===== src/rtl/bank_mapper_pkg.sv =====
package bank_mapper_pkg;
  localparam int LOG_W      = 16;
  localparam int PAGE_SEL_W = 3;
  localparam int BANK_W     = 8;
  localparam int OFFSET_W   = LOG_W - PAGE_SEL_W;
  localparam int PHYS_W     = BANK_W + OFFSET_W;
  localparam int NUM_PAGES  = 1 << PAGE_SEL_W;

  typedef logic [BANK_W-1:0]     bank_t;
  typedef logic [PAGE_SEL_W-1:0] page_idx_t;

  typedef struct packed {
    logic [NUM_PAGES-1:0] wrStrobe;
    bank_t                wrData;
  } map_ctl_t;
endpackage


===== src/rtl/bank_mapper_ctrl.sv =====
module bank_mapper_ctrl
  import bank_mapper_pkg::*;
(
  input  logic      clk,
  input  logic      rst_n,
  input  logic      mapWrEn,
  input  page_idx_t mapWrIdx,
  input  bank_t     mapWrData,
  output map_ctl_t  ctl
);
  logic [NUM_PAGES-1:0] strobeVec;

  for (genvar i = 0; i < NUM_PAGES; i++) begin : g_strobe
    assign strobeVec[i] = mapWrEn && (mapWrIdx == page_idx_t'(i));
  end

  always_comb begin
    ctl          = '0;
    ctl.wrStrobe = strobeVec;
    ctl.wrData   = mapWrData;
  end

  AST_ONE_STROBE: assert property (@(posedge clk) disable iff (!rst_n)
    $onehot0(ctl.wrStrobe));

  AST_IDLE_NO_STROBE: assert property (@(posedge clk) disable iff (!rst_n)
    !mapWrEn |-> (ctl.wrStrobe == '0));

  AST_STROBE_HITS_INDEX: assert property (@(posedge clk) disable iff (!rst_n)
    mapWrEn |-> ($countones(ctl.wrStrobe) == 1));
endmodule


===== src/rtl/bank_mapper_datapath.sv =====
module bank_mapper_datapath
  import bank_mapper_pkg::*;
#(
  parameter bank_t BOOT_BANK = 8'h00,
  parameter bank_t IO_BANK   = 8'hFF,
  parameter bank_t RAM_BANK  = 8'hF8
) (
  input  logic              clk,
  input  logic              rst_n,
  input  map_ctl_t          ctl,
  input  logic [LOG_W-1:0]  cpuAddr,
  input  page_idx_t         mapRdIdx,
  output bank_t             mapRdData,
  output logic [PHYS_W-1:0] physAddr,
  output logic              ioSel,
  output logic              ramSel,
  output logic              extSel
);
  localparam int TOP_PAGE = NUM_PAGES - 1;

  bank_t     bankReg [NUM_PAGES];
  page_idx_t curPage;
  bank_t     curBank;

  for (genvar i = 0; i < NUM_PAGES; i++) begin : g_reg
    if (i == TOP_PAGE) begin : g_boot
      // Only the top window is reset, so the boot code can be fetched.
      always_ff @(posedge clk) begin
        if (!rst_n)                bankReg[i] <= BOOT_BANK;
        else if (ctl.wrStrobe[i])  bankReg[i] <= ctl.wrData;
      end
    end else begin : g_plain
      // The other windows have no reset and are undefined until written.
      always_ff @(posedge clk) begin
        if (ctl.wrStrobe[i])       bankReg[i] <= ctl.wrData;
      end
    end

    AST_REG_HOLD: assert property (@(posedge clk) disable iff (!rst_n)
      !ctl.wrStrobe[i] |=> $stable(bankReg[i]));
  end

  assign curPage   = cpuAddr[LOG_W-1 -: PAGE_SEL_W];
  assign curBank   = bankReg[curPage];
  assign mapRdData = bankReg[mapRdIdx];
  assign physAddr  = {curBank, cpuAddr[OFFSET_W-1:0]};
  assign ioSel     = (curBank == IO_BANK);
  assign ramSel    = (curBank == RAM_BANK);
  assign extSel    = curBank[BANK_W-1];

  AST_WRITE_LANDS: assert property (@(posedge clk) disable iff (!rst_n)
    (ctl.wrStrobe != '0) |=> (bankReg[$past(mapRdIdx)] == bankReg[$past(mapRdIdx)]) &&
    $past(ctl.wrStrobe[TOP_PAGE]) |-> (bankReg[TOP_PAGE] == $past(ctl.wrData)));

  AST_BOOT_PAGE: assert property (@(posedge clk) disable iff (!rst_n)
    ($past(!rst_n) && !ctl.wrStrobe[TOP_PAGE]) |=> (bankReg[TOP_PAGE] == BOOT_BANK));
endmodule


===== src/rtl/bank_mapper.sv =====
module bank_mapper
  import bank_mapper_pkg::*;
#(
  parameter logic [7:0] BOOT_BANK = 8'h00,
  parameter logic [7:0] IO_BANK   = 8'hFF,
  parameter logic [7:0] RAM_BANK  = 8'hF8
) (
  input  logic        clk,
  input  logic        rst_n,
  input  logic [15:0] cpuAddr,
  input  logic        mapWrEn,
  input  logic [2:0]  mapWrIdx,
  input  logic [7:0]  mapWrData,
  input  logic [2:0]  mapRdIdx,
  output logic [7:0]  mapRdData,
  output logic [20:0] physAddr,
  output logic        ioSel,
  output logic        ramSel,
  output logic        extSel
);
  map_ctl_t ctl;

  bank_mapper_ctrl u_ctrl (
    .clk       (clk),
    .rst_n     (rst_n),
    .mapWrEn   (mapWrEn),
    .mapWrIdx  (mapWrIdx),
    .mapWrData (mapWrData),
    .ctl       (ctl)
  );

  bank_mapper_datapath #(
    .BOOT_BANK (BOOT_BANK),
    .IO_BANK   (IO_BANK),
    .RAM_BANK  (RAM_BANK)
  ) u_dp (
    .clk       (clk),
    .rst_n     (rst_n),
    .ctl       (ctl),
    .cpuAddr   (cpuAddr),
    .mapRdIdx  (mapRdIdx),
    .mapRdData (mapRdData),
    .physAddr  (physAddr),
    .ioSel     (ioSel),
    .ramSel    (ramSel),
    .extSel    (extSel)
  );

  AST_OFFSET_PASS: assert property (@(posedge clk) disable iff (!rst_n)
    physAddr[12:0] == cpuAddr[12:0]);

  AST_IO_FLAG: assert property (@(posedge clk) disable iff (!rst_n)
    ioSel |-> (physAddr[20:13] == IO_BANK));

  AST_RAM_FLAG: assert property (@(posedge clk) disable iff (!rst_n)
    ramSel |-> (physAddr[20:13] == RAM_BANK));

  AST_EXT_FLAG: assert property (@(posedge clk) disable iff (!rst_n)
    extSel == physAddr[20]);

  AST_FLAGS_EXCL: assert property (@(posedge clk) disable iff (!rst_n)
    !(ioSel && ramSel));
endmodule


===== config.mk =====
export PLATFORM = sky130hd
export DESIGN_NAME = bank_mapper
export DESIGN_NICKNAME = d
export VERILOG_FILES = /design/src/rtl/bank_mapper_pkg.sv /design/src/rtl/bank_mapper_ctrl.sv /design/src/rtl/bank_mapper_datapath.sv /design/src/rtl/bank_mapper.sv
export SDC_FILE = /design/constraint.sdc
export NUM_CORES = 1
export LEC_CHECK = 0
export ABC_AREA = 0
export BUFFER_PORTS_ARGS = -buffer_cell sky130_fd_sc_hd__buf_4
export CORE_ASPECT_RATIO = 1.1
export CORE_MARGIN = 2
export CORE_UTILIZATION = 40
export DETAILED_ROUTE_END_ITERATION = 10
export PLACE_DENSITY_LB_ADDON = 0.1
export SYNTH_ARGS = -nofsm -noshare
export SYNTH_HDL_FRONTEND = slang
export SYNTH_SLANG_ARGS = --single-unit

===== constraint.sdc =====
create_clock -name clk -period 3.51 [get_ports clk]
set_input_delay 0.8775 -clock clk [delete_from_list [all_inputs] [get_ports clk]]
set_output_delay 0.8775 -clock clk [all_outputs]
set_load 0.005 [all_outputs]

==> results of run 1 <==
==> metrics by stage <==
stage,instance area (um^2),std cells,setup slack [ns]
global route,3730,331,0.00851
floorplan,3170,180,0.320
global placement,3540,315,0.0986
finish,3730,331,0.147
detailed placement,3540,315,0.101
CTS,3730,331,0.101
==> worst min-delay path by stage <==
| stage | startpoint | endpoint | slack (ns) |
|---|---|---|---|
| global route | mapWrData[4] | u_dp.bankReg[0][4] | 0.75 |
| global placement | mapWrData[3] | u_dp.bankReg[2][3] | 1.11 |
| finish | mapWrData[6] | u_dp.bankReg[3][6] | 0.77 |
| floorplan | mapWrData[0] | u_dp.bankReg[0][0] | 0.98 |
| CTS | mapWrData[3] | u_dp.bankReg[3][3] | 0.75 |
| detailed placement | mapWrData[5] | u_dp.bankReg[0][5] | 1.11 |
==> power breakdown <==
| part | internal [uW] | total [uW] | switching [uW] |
|---|---|---|---|
| logic | 110 | 200 | 89.9 |
| registers | 870 | 882 | 11.9 |
| clock network | 321 | 597 | 276 |
| total | 1300 | 1680 | 378 |
==> placed cells by master (no fill, tap or decap), types with 2 or more instances in the layout <==
master and count:
nor3_1 4, o21ai_0 5, nand2_1 7, mux4_1 4
mux2i_1 7, clkbuf_8 9, clkinv_2 5, mux4_2 25
edfxtp_1 64, nor2_1 6, o221ai_2 2, nand2b_1 7
mux2_2 8, inv_1 6, buf_4 49, and2_1 8
==> per-layer routing <==
layer / up-vias / track usage [%]
met3: 10 / 5.18
met4: 0 / 5.94
li1: 787 / -
met2: 50 / 28.1
met5: - / 0
met1: 912 / 22.4
==> logic make-up (layout without fill, tap and decap cells) <==
family	Yosys count	count (layout)	share of synthesized area (%)
flops	64	64	60.6
mux	44	44	26.1
simple gates	35	35	5.72
buf+inv	29	72	5.56
compound gates	8	8	2.01
==> cell type report <==
cell class | instances | area (um^2) | share of cell area, %
Clock buffer | 9 | 124 | 3.32
Tap cell | 108 | 135 | 3.63
Inverter | 6 | 22.5 | 0.604
Multi-Input combinational cell | 87 | 1070 | 28.8
Sequential cell | 64 | 1920 | 51.6
Timing Repair Buffer | 50 | 388 | 10.4
Clock inverter | 7 | 62.6 | 1.68
==> flow_metrics.env, run 1 <==
export IMPL_outcome="finished, final reports clean"
export IMPL_gp_congestion=0.734
export IMPL_arrival_ns=2.49
export IMPL_port_buffers=38
export IMPL_fillCellCount=679
export IMPL_start_util_pct=40.7
export IMPL_coreArea_mm2=0.00778
export IMPL_routed_via_density=5.31
export IMPL_die_area_mm2=0.00866
export IMPL_finalHoldViolCount=0
export IMPL_cts_tree="yes"
export IMPL_crit_path_frequent_cell="buf_4"
export IMPL_dr_wl_met3_um=292
export IMPL_ys_warnings_count=0
export IMPL_overflow=0
export IMPL_top_regs="u_dp.bankReg: 64 flops"
export IMPL_critPathMaxFanout=10
export IMPL_max_freq_mhz=297
export IMPL_avgSynthCellArea_um2=17.6
export IMPL_synthFlopType="edfxtp_1"
export IMPL_ant_nets=0
export IMPL_synthTopCellsByCount="edfxtp_1 (64), mux4_2 (25), buf_4 (15)"
export IMPL_synth_top_cell_by_area="edfxtp_1"
export IMPL_fin_util_pct=47.9
export IMPL_die_width_um=88.9
export IMPL_max_stage_delay_ns=0.33
export IMPL_maxSlewHeadroom_pct=60.9
export IMPL_syn_nets=213
export IMPL_grt_pass1_vias=1880
export IMPL_critPathKind="primary input to primary output"
export IMPL_post_cts_repair_setup_buffers=0
export IMPL_synth_top_area_share_pct=60.6
export IMPL_grt_start_max_net_pins=17
export IMPL_ctsHtreeMaxLevel=3
export IMPL_cts_buffers_inserted=9
export IMPL_cts_buffer_depth=2
export IMPL_dp_hpwl_mm=4.76
export IMPL_whs_path_depth=1
export IMPL_ctsResizeCount=0
export IMPL_top_layer_used="met4"
export IMPL_start_kind="primary input"
export IMPL_synth_edf_count=64
export IMPL_antennaDiodeCount=0
export IMPL_fin_crit_sh_pct=95.8
export IMPL_cts_root_buf="clkbuf_8"
export IMPL_path_buf_inv=4
export IMPL_ctsHoldBuffers=0
export IMPL_startpoint="cpuAddr[13]"
export IMPL_clkSinkCount=64
export IMPL_p_per_area_mw_per_mm2=450
export IMPL_largest_reg_flops=64
export IMPL_clk_pin_slew_ns=0.07
export IMPL_grt_pass1_wl_mm=10.5
export IMPL_drc=0
export IMPL_finalCriticalPeriod_ns=3.36
export IMPL_die_h_um=97.4
export IMPL_hold_ws_ns=0.771
export IMPL_syn_inst=180
export IMPL_crit_end="ioSel"
export IMPL_layout_drive_gt1_share_pct=45.3
export IMPL_crit_family="simple AND/OR/NAND/NOR gates"
export IMPL_cp_end_kind="primary output"
export IMPL_drv_slew=0
export IMPL_first_pass_iters=5
export IMPL_p_leak_uw=0.00132
export IMPL_ioPinCount=65
export IMPL_met1_length_mm=2.91
export IMPL_worstPathRequired_ns=2.63
export IMPL_synth_most_common_cell="edfxtp_1"
export IMPL_synth_seq_cells=64
export IMPL_netlist_area_mm2=0.00317
export IMPL_tns_ns=0
export IMPL_vias=1759
export IMPL_totalPowerFinal_uw=1680
export IMPL_dr_wl_met2_mm=3.69
export IMPL_cp_cell_sequence="buf_4, buf_12, mux4_1, inv_1, o21ai_0, nand4_1, nor3_1, buf_4"
export IMPL_crit_cells=8
export IMPL_synth_cell_types=22
export IMPL_tightestPinTransition_ns=0.583
export IMPL_synth_area_top_cells="edfxtp_1 (61%), mux4_2 (18%), buf_4 (3.6%)"
export IMPL_setup_viol=0
export IMPL_hold_class="primary input to flip-flop"
export IMPL_slowest_stage="mux4_1"
export IMPL_rows=34
export IMPL_grt_usage_pct=17.5
export IMPL_wire_per_inst_um=21.2
export IMPL_drt_iter0_markers=131
export IMPL_fin_nets=251
export IMPL_synthArstFlopShare_pct=0
export IMPL_ir_worst_vdd_uv=188
export IMPL_antenna_found_initial=0
export IMPL_areaGrowthSynthToFinish_pct=17.5
export IMPL_regMostFlops="u_dp.bankReg"
export IMPL_wl_mm=7.02
export IMPL_rsz0062_at_grt="no"
export IMPL_maxCapViolations=0
export IMPL_seq_area_frac_synth_pct=60.6
Note: power is estimated with default switching activity, not from simulation.
==> inputs of run 2 (changes only) <==
--- a/config.mk
+++ b/config.mk
@@ -9,7 +9,7 @@
 export BUFFER_PORTS_ARGS = -buffer_cell sky130_fd_sc_hd__buf_4
 export CORE_ASPECT_RATIO = 1.1
 export CORE_MARGIN = 2
-export CORE_UTILIZATION = 40
+export CORE_UTILIZATION = 55
 export DETAILED_ROUTE_END_ITERATION = 10
 export PLACE_DENSITY_LB_ADDON = 0.1
 export SYNTH_ARGS = -nofsm -noshare
==> flow_metrics.env, run 2 (synthesis results as in run 1) <==
export IMPL_outcome="finished, final reports clean"
export IMPL_cts_buffer_depth=2
export IMPL_rsz0062_at_grt="no"
export IMPL_fin_nets=245
export IMPL_wire_per_inst_um=21.4
export IMPL_areaGrowthSynthToFinish_pct=14.2
export IMPL_cp_end_kind="primary output"
export IMPL_max_stage_delay_ns=0.35
export IMPL_path_buf_inv=4
export IMPL_wl_mm=6.29
export IMPL_die_h_um=83.6
export IMPL_multi_input_area_mm2=0.00107
export IMPL_fillCellCount=426
export IMPL_overflow=0
export IMPL_hold_path_startpoint="mapWrData[6]"
export IMPL_hold_ws_ns=0.763
export IMPL_setup_viol=0
export IMPL_hold_class="primary input to flip-flop"
export IMPL_fin_crit_sh_pct=94.8
export IMPL_finalHoldViolCount=0
export IMPL_worstPathRequired_ns=2.63
export IMPL_crit_family="buffers and inverters"
export IMPL_grt_pass1_vias=1778
export IMPL_cts_root_buf="clkbuf_8"
export IMPL_start_kind="primary input"
export IMPL_layout_drive_gt1_share_pct=41.9
export IMPL_ctsHtreeMaxLevel=3
export IMPL_cts_tree="yes"
export IMPL_drc=0
export IMPL_maxSlewHeadroom_pct=29.5
export IMPL_seq_area_mm2=0.00192
export IMPL_final_common_cell="edfxtp_1"
export IMPL_ant_nets=0
export IMPL_p_leak_uw=0.00128
export IMPL_fin_util_pct=64.0
export IMPL_crit_cells=8
export IMPL_post_cts_repair_setup_buffers=0
export IMPL_clk_pin_slew_ns=0.07
export IMPL_startpoint="cpuAddr[13]"
export IMPL_clkSinkCount=64
export IMPL_gp_congestion=0.774
export IMPL_crit_path_frequent_cell="buf_4"
export IMPL_grt_start_max_net_pins=17
export IMPL_top_regs="u_dp.bankReg: 64 flops"
export IMPL_die_width_um=76.4
export IMPL_tightestPinTransition_ns=1.05
export IMPL_dp_hpwl_mm=4.19
export IMPL_whs_endpoint="u_dp.bankReg[3][6]"
export IMPL_start_util_pct=56.0
export IMPL_die_area_mm2=0.00639
export IMPL_ctsResizeCount=0
export IMPL_max_freq_mhz=300
export IMPL_stdcell_count=294
export IMPL_coreArea_mm2=0.00566
export IMPL_regMostFlops="u_dp.bankReg"
export IMPL_maxCapViolations=0
export IMPL_whs_path_depth=1
export IMPL_cts_buffers_inserted=9
export IMPL_largest_reg_flops=64
export IMPL_slowest_stage="mux4_1"
export IMPL_vias=1746
export IMPL_grt_pass1_wl_mm=9.58
export IMPL_drt_iter0_markers=107
export IMPL_critPathMaxFanout=8
export IMPL_ir_worst_vdd_uv=331
export IMPL_critPathKind="primary input to primary output"
export IMPL_drv_slew=0
export IMPL_grt_usage_pct=21.1
export IMPL_placed_cells=278
export IMPL_antenna_found_initial=0
export IMPL_port_buffers=38
export IMPL_arrival_ns=2.45
export IMPL_antennaDiodeCount=0
export IMPL_setup_ws_ns=0.182
export IMPL_rows=29
export IMPL_first_pass_iters=4
export IMPL_place_ws_ns=0.0535
export IMPL_ctsHoldBuffers=0
export IMPL_routed_via_density=5.94
export IMPL_cp_cell_sequence="buf_4, buf_4, mux4_1, inv_1, o21ai_0, nand4_1, nor3_1, buf_4"
export IMPL_layout_common_cells="edfxtp_1 (64), buf_4 (44), mux4_2 (25)"
export IMPL_finalCriticalPeriod_ns=3.33
export IMPL_tns_ns=0
export IMPL_ioPinCount=65
export IMPL_p_per_area_mw_per_mm2=456
## run 2: cell types whose count changed in the layout (fill, tap and decap cells not counted), moves of 2 or more
cell and change:
clkinv_1 +2, buf_4 -5, clkbuf_1 +2, clkinv_2 -3
## run 2: cell type report
type | count | share of cell area (%)
Sequential cell | 64 | 53.0
Multi-Input combinational cell | 87 | 29.6
Clock inverter | 5 | 1.31
Tap cell | 77 | 2.66
Timing Repair Buffer | 44 | 9.12
Clock buffer | 11 | 3.63
Inverter | 6 | 0.622
## run 2: worst max-delay path by stage
stage | to
after global routing | ioSel
after floorplan | ramSel
after CTS | ioSel
after detailed placement | ioSel
final | ioSel
after global placement | ioSel
## run 2: layer usage
metal  global-route usage, %  wire [um]  vias up
li1                        -          -      776
met1                    25.6       2530      888
met2                    34.8       3190       67
met3                    6.82        416       15
met4                    9.59        155        0
met5                       0          0        -
## run 2: stage by stage
| stage | power [uW] | instance area, um^2 |
|---|---|---|
| after CTS | 1670 | 3620 |
| after global placement | 1090 | 3440 |
| after detailed placement | 1090 | 3440 |
| final | 1650 | 3620 |
| after floorplan | 1020 | 3170 |
| after global routing | 1720 | 3620 |
## run 2: report_power, final
group          switching, uW  internal [uW]  total (uW)  leakage, uW
clock network            257            321         578    0.0000922
logic                   86.5            106         193     0.000602
registers               12.1            871         883     0.000586
total                    356           1300        1650      0.00128
==> inputs of run 3 (changes only) <==
--- a/config.mk
+++ b/config.mk
@@ -5,11 +5,13 @@
 export SDC_FILE = /design/constraint.sdc
 export NUM_CORES = 1
 export LEC_CHECK = 0
-export ABC_AREA = 0
+export ABC_AREA = 1
 export BUFFER_PORTS_ARGS = -buffer_cell sky130_fd_sc_hd__buf_4
+export CELL_PAD_IN_SITES_DETAIL_PLACEMENT = 0
+export CELL_PAD_IN_SITES_GLOBAL_PLACEMENT = 1
 export CORE_ASPECT_RATIO = 1.1
 export CORE_MARGIN = 2
-export CORE_UTILIZATION = 55
+export CORE_UTILIZATION = 41
 export DETAILED_ROUTE_END_ITERATION = 10
 export PLACE_DENSITY_LB_ADDON = 0.1
 export SYNTH_ARGS = -nofsm -noshare
==> flow_metrics.env, run 3 <==
export IMPL_outcome="finished, final reports clean"
export IMPL_drc=0
export IMPL_rows=35
export IMPL_wire_per_inst_um=13.8
export IMPL_intPower_uw=1200
export IMPL_netlist_area_mm2=0.00360
export IMPL_netSwitchingPower_uw=385
export IMPL_grt_pass1_vias=2379
export IMPL_start_kind="primary input"
export IMPL_die_h_um=102
export IMPL_ctsHoldBuffers=0
export IMPL_die_area_mm2=0.00955
export IMPL_final_cell_area_mm2=0.00395
export IMPL_layout_drive_gt1_share_pct=12.1
export IMPL_synth_seq_cells=64
export IMPL_p_seq_share_pct=55.7
export IMPL_combPwrFrac_pct=14.1
export IMPL_wl_mm=7.92
export IMPL_met1_length_mm=4.09
export IMPL_coreArea_mm2=0.00845
export IMPL_final_common_cell="nand2_1"
export IMPL_max_stage_delay_ns=0.31
export IMPL_p_per_area_mw_per_mm2=402
export IMPL_swShare_pct=24.3
export IMPL_avgSynthCellArea_um2=8.18
export IMPL_synth_most_common_cell="nand2_1"
export IMPL_startpoint="cpuAddr[13]"
export IMPL_top_regs="u_dp.bankReg: 64 flops"
export IMPL_multi_input_area_mm2=0.00115
export IMPL_antennaDiodeCount=0
export IMPL_areaGrowthSynthToFinish_pct=9.80
export IMPL_overflow=0
export IMPL_cp_end_kind="primary output"
export IMPL_synth_top_cell_by_area="edfxtp_1"
export IMPL_tns_ns=0
export IMPL_synthArstFlopShare_pct=0
export IMPL_critPathMaxFanout=39
export IMPL_drv_slew=0
export IMPL_ir_worst_vdd_uv=335
export IMPL_crit_family="buffers and inverters"
export IMPL_fin_util_pct=46.8
export IMPL_post_dp_cell_area_mm2=0.00380
export IMPL_setup_viol=0
export IMPL_synthTopCellsByCount="nand2_1 (103), inv_1 (76), edfxtp_1 (64)"
export IMPL_fin_nets=490
export IMPL_setup_ws_ns=0.387
export IMPL_crit_path_frequent_cell="nand2_1"
export IMPL_vias=2752
export IMPL_clkSinkCount=64
export IMPL_largest_reg_flops=64
export IMPL_cts_buffer_depth=2
export IMPL_finalCriticalPeriod_ns=3.12
export IMPL_ctsHtreeMaxLevel=3
export IMPL_synth_top_area_share_pct=53.4
export IMPL_tightestPinTransition_ns=0.797
export IMPL_max_freq_mhz=320
export IMPL_synth_cell_types=18
export IMPL_port_buffers=38
export IMPL_cts_tree="yes"
export IMPL_critPathKind="primary input to primary output"
export IMPL_drt_iter0_markers=275
export IMPL_rsz0062_at_grt="no"
export IMPL_first_pass_iters=5
export IMPL_arrival_ns=2.25
export IMPL_clockPowerShare_pct=30.2
export IMPL_seq_area_frac_synth_pct=53.4
export IMPL_ctsResizeCount=0
export IMPL_worstPathRequired_ns=2.63
export IMPL_cts_root_buf="clkbuf_8"
export IMPL_clk_pin_slew_ns=0.06
export IMPL_maxCapViolations=0
export IMPL_routed_via_density=4.81
export IMPL_synthFlopType="edfxtp_1"
export IMPL_p_leak_uw=0.00180
export IMPL_regMostFlops="u_dp.bankReg"
export IMPL_cts_buffers_inserted=9
export IMPL_hold_path_startpoint="mapWrData[7]"
export IMPL_fillCellCount=823
export IMPL_grt_start_max_net_pins=40
export IMPL_path_buf_inv=3
export IMPL_top_layer_used="met4"
export IMPL_ioPinCount=65
export IMPL_dr_wl_met2_mm=3.25
export IMPL_layout_common_cells="nand2_1 (103), inv_1 (76), edfxtp_1 (64)"
export IMPL_ant_nets=0
export IMPL_synth_edf_count=64
export IMPL_cp_cell_sequence="buf_4, inv_2, nand2_1, nand3_1, nand3_1, nand2_1, nor2_1, nand2_1, nor2_1, buf_4"
export IMPL_slowest_stage="buf_4"
export IMPL_place_ws_ns=0.363
export IMPL_syn_nets=473
export IMPL_die_width_um=93.3
export IMPL_ys_warnings_count=0
export IMPL_antenna_found_initial=0
export IMPL_post_cts_repair_setup_buffers=0
export IMPL_syn_inst=440
export IMPL_gp_congestion=0.810
export IMPL_synth_area_top_cells="edfxtp_1 (53%), nand2_1 (11%), inv_1 (7.9%)"
export IMPL_grt_usage_pct=17.4
export IMPL_hold_ws_ns=0.791
export IMPL_seq_area_mm2=0.00192
export IMPL_hold_class="primary input to flip-flop"
export IMPL_fin_crit_sh_pct=89.0
export IMPL_maxSlewHeadroom_pct=46.6
export IMPL_grt_pass1_wl_mm=12.6
export IMPL_dp_hpwl_mm=6.15
export IMPL_dr_wl_met3_um=529
export IMPL_start_util_pct=42.6
export IMPL_finalHoldViolCount=0
==> run 3: changes by cell type after synthesis, sizes merged, moves of 29 or more <==
cell,delta
nand2,+97
inv,+73
nand3,+40
nor2,+38
a21oi,+32
mux4,-29
o21ai,+29
==> run 3: cell type report <==
class | count | area share (%)
timing repair buffer | 39 | 7.41
multi-input combinational | 263 | 29.0
tap | 111 | 3.51
inverter | 80 | 7.60
sequential | 64 | 48.6
clock buffer | 10 | 3.23
clock inverter | 5 | 0.633
==> run 3: kinds of logic (layout without fill, tap and decap cells) <==
kind of cell / Yosys count / count (layout) / share of synthesized area [%]
simple gates: 189 / 189 / 21.3
flops: 64 / 64 / 53.4
compound gates: 74 / 74 / 10.6
buf+inv: 113 / 134 / 14.8
==> run 3: routing by layer <==
layer | global-route usage (%) | up-vias
li1 | - | 1441
met1 | 28.5 | 1177
met2 | 23.4 | 127
met3 | 2.73 | 7
met4 | 4.86 | 0
met5 | 0 | -
==> run 3: power by group through the flow <==
stage          logic [uW]  clock network [uW]  registers, uW
3_5_place_dp          225                   0            900
4_1_cts               225                 493            884
5_1_grt               256                 528            886
6_report              224                 479            885
3_3_place_gp          224                   0            901
2_1_floorplan         157                   0            894
==> run 3: per-stage QoR <==
step,power [uW],instances
after floorplan,1050,440
after global placement,1130,557
after detailed placement,1130,557
after CTS,1600,572
after global routing,1670,572
final,1590,572
==> run 3: worst paths after layout <==
check	endpoint	cells after the start
worst max-delay path	ioSel	10
worst min-delay path	u_dp.bankReg[5][7]	1
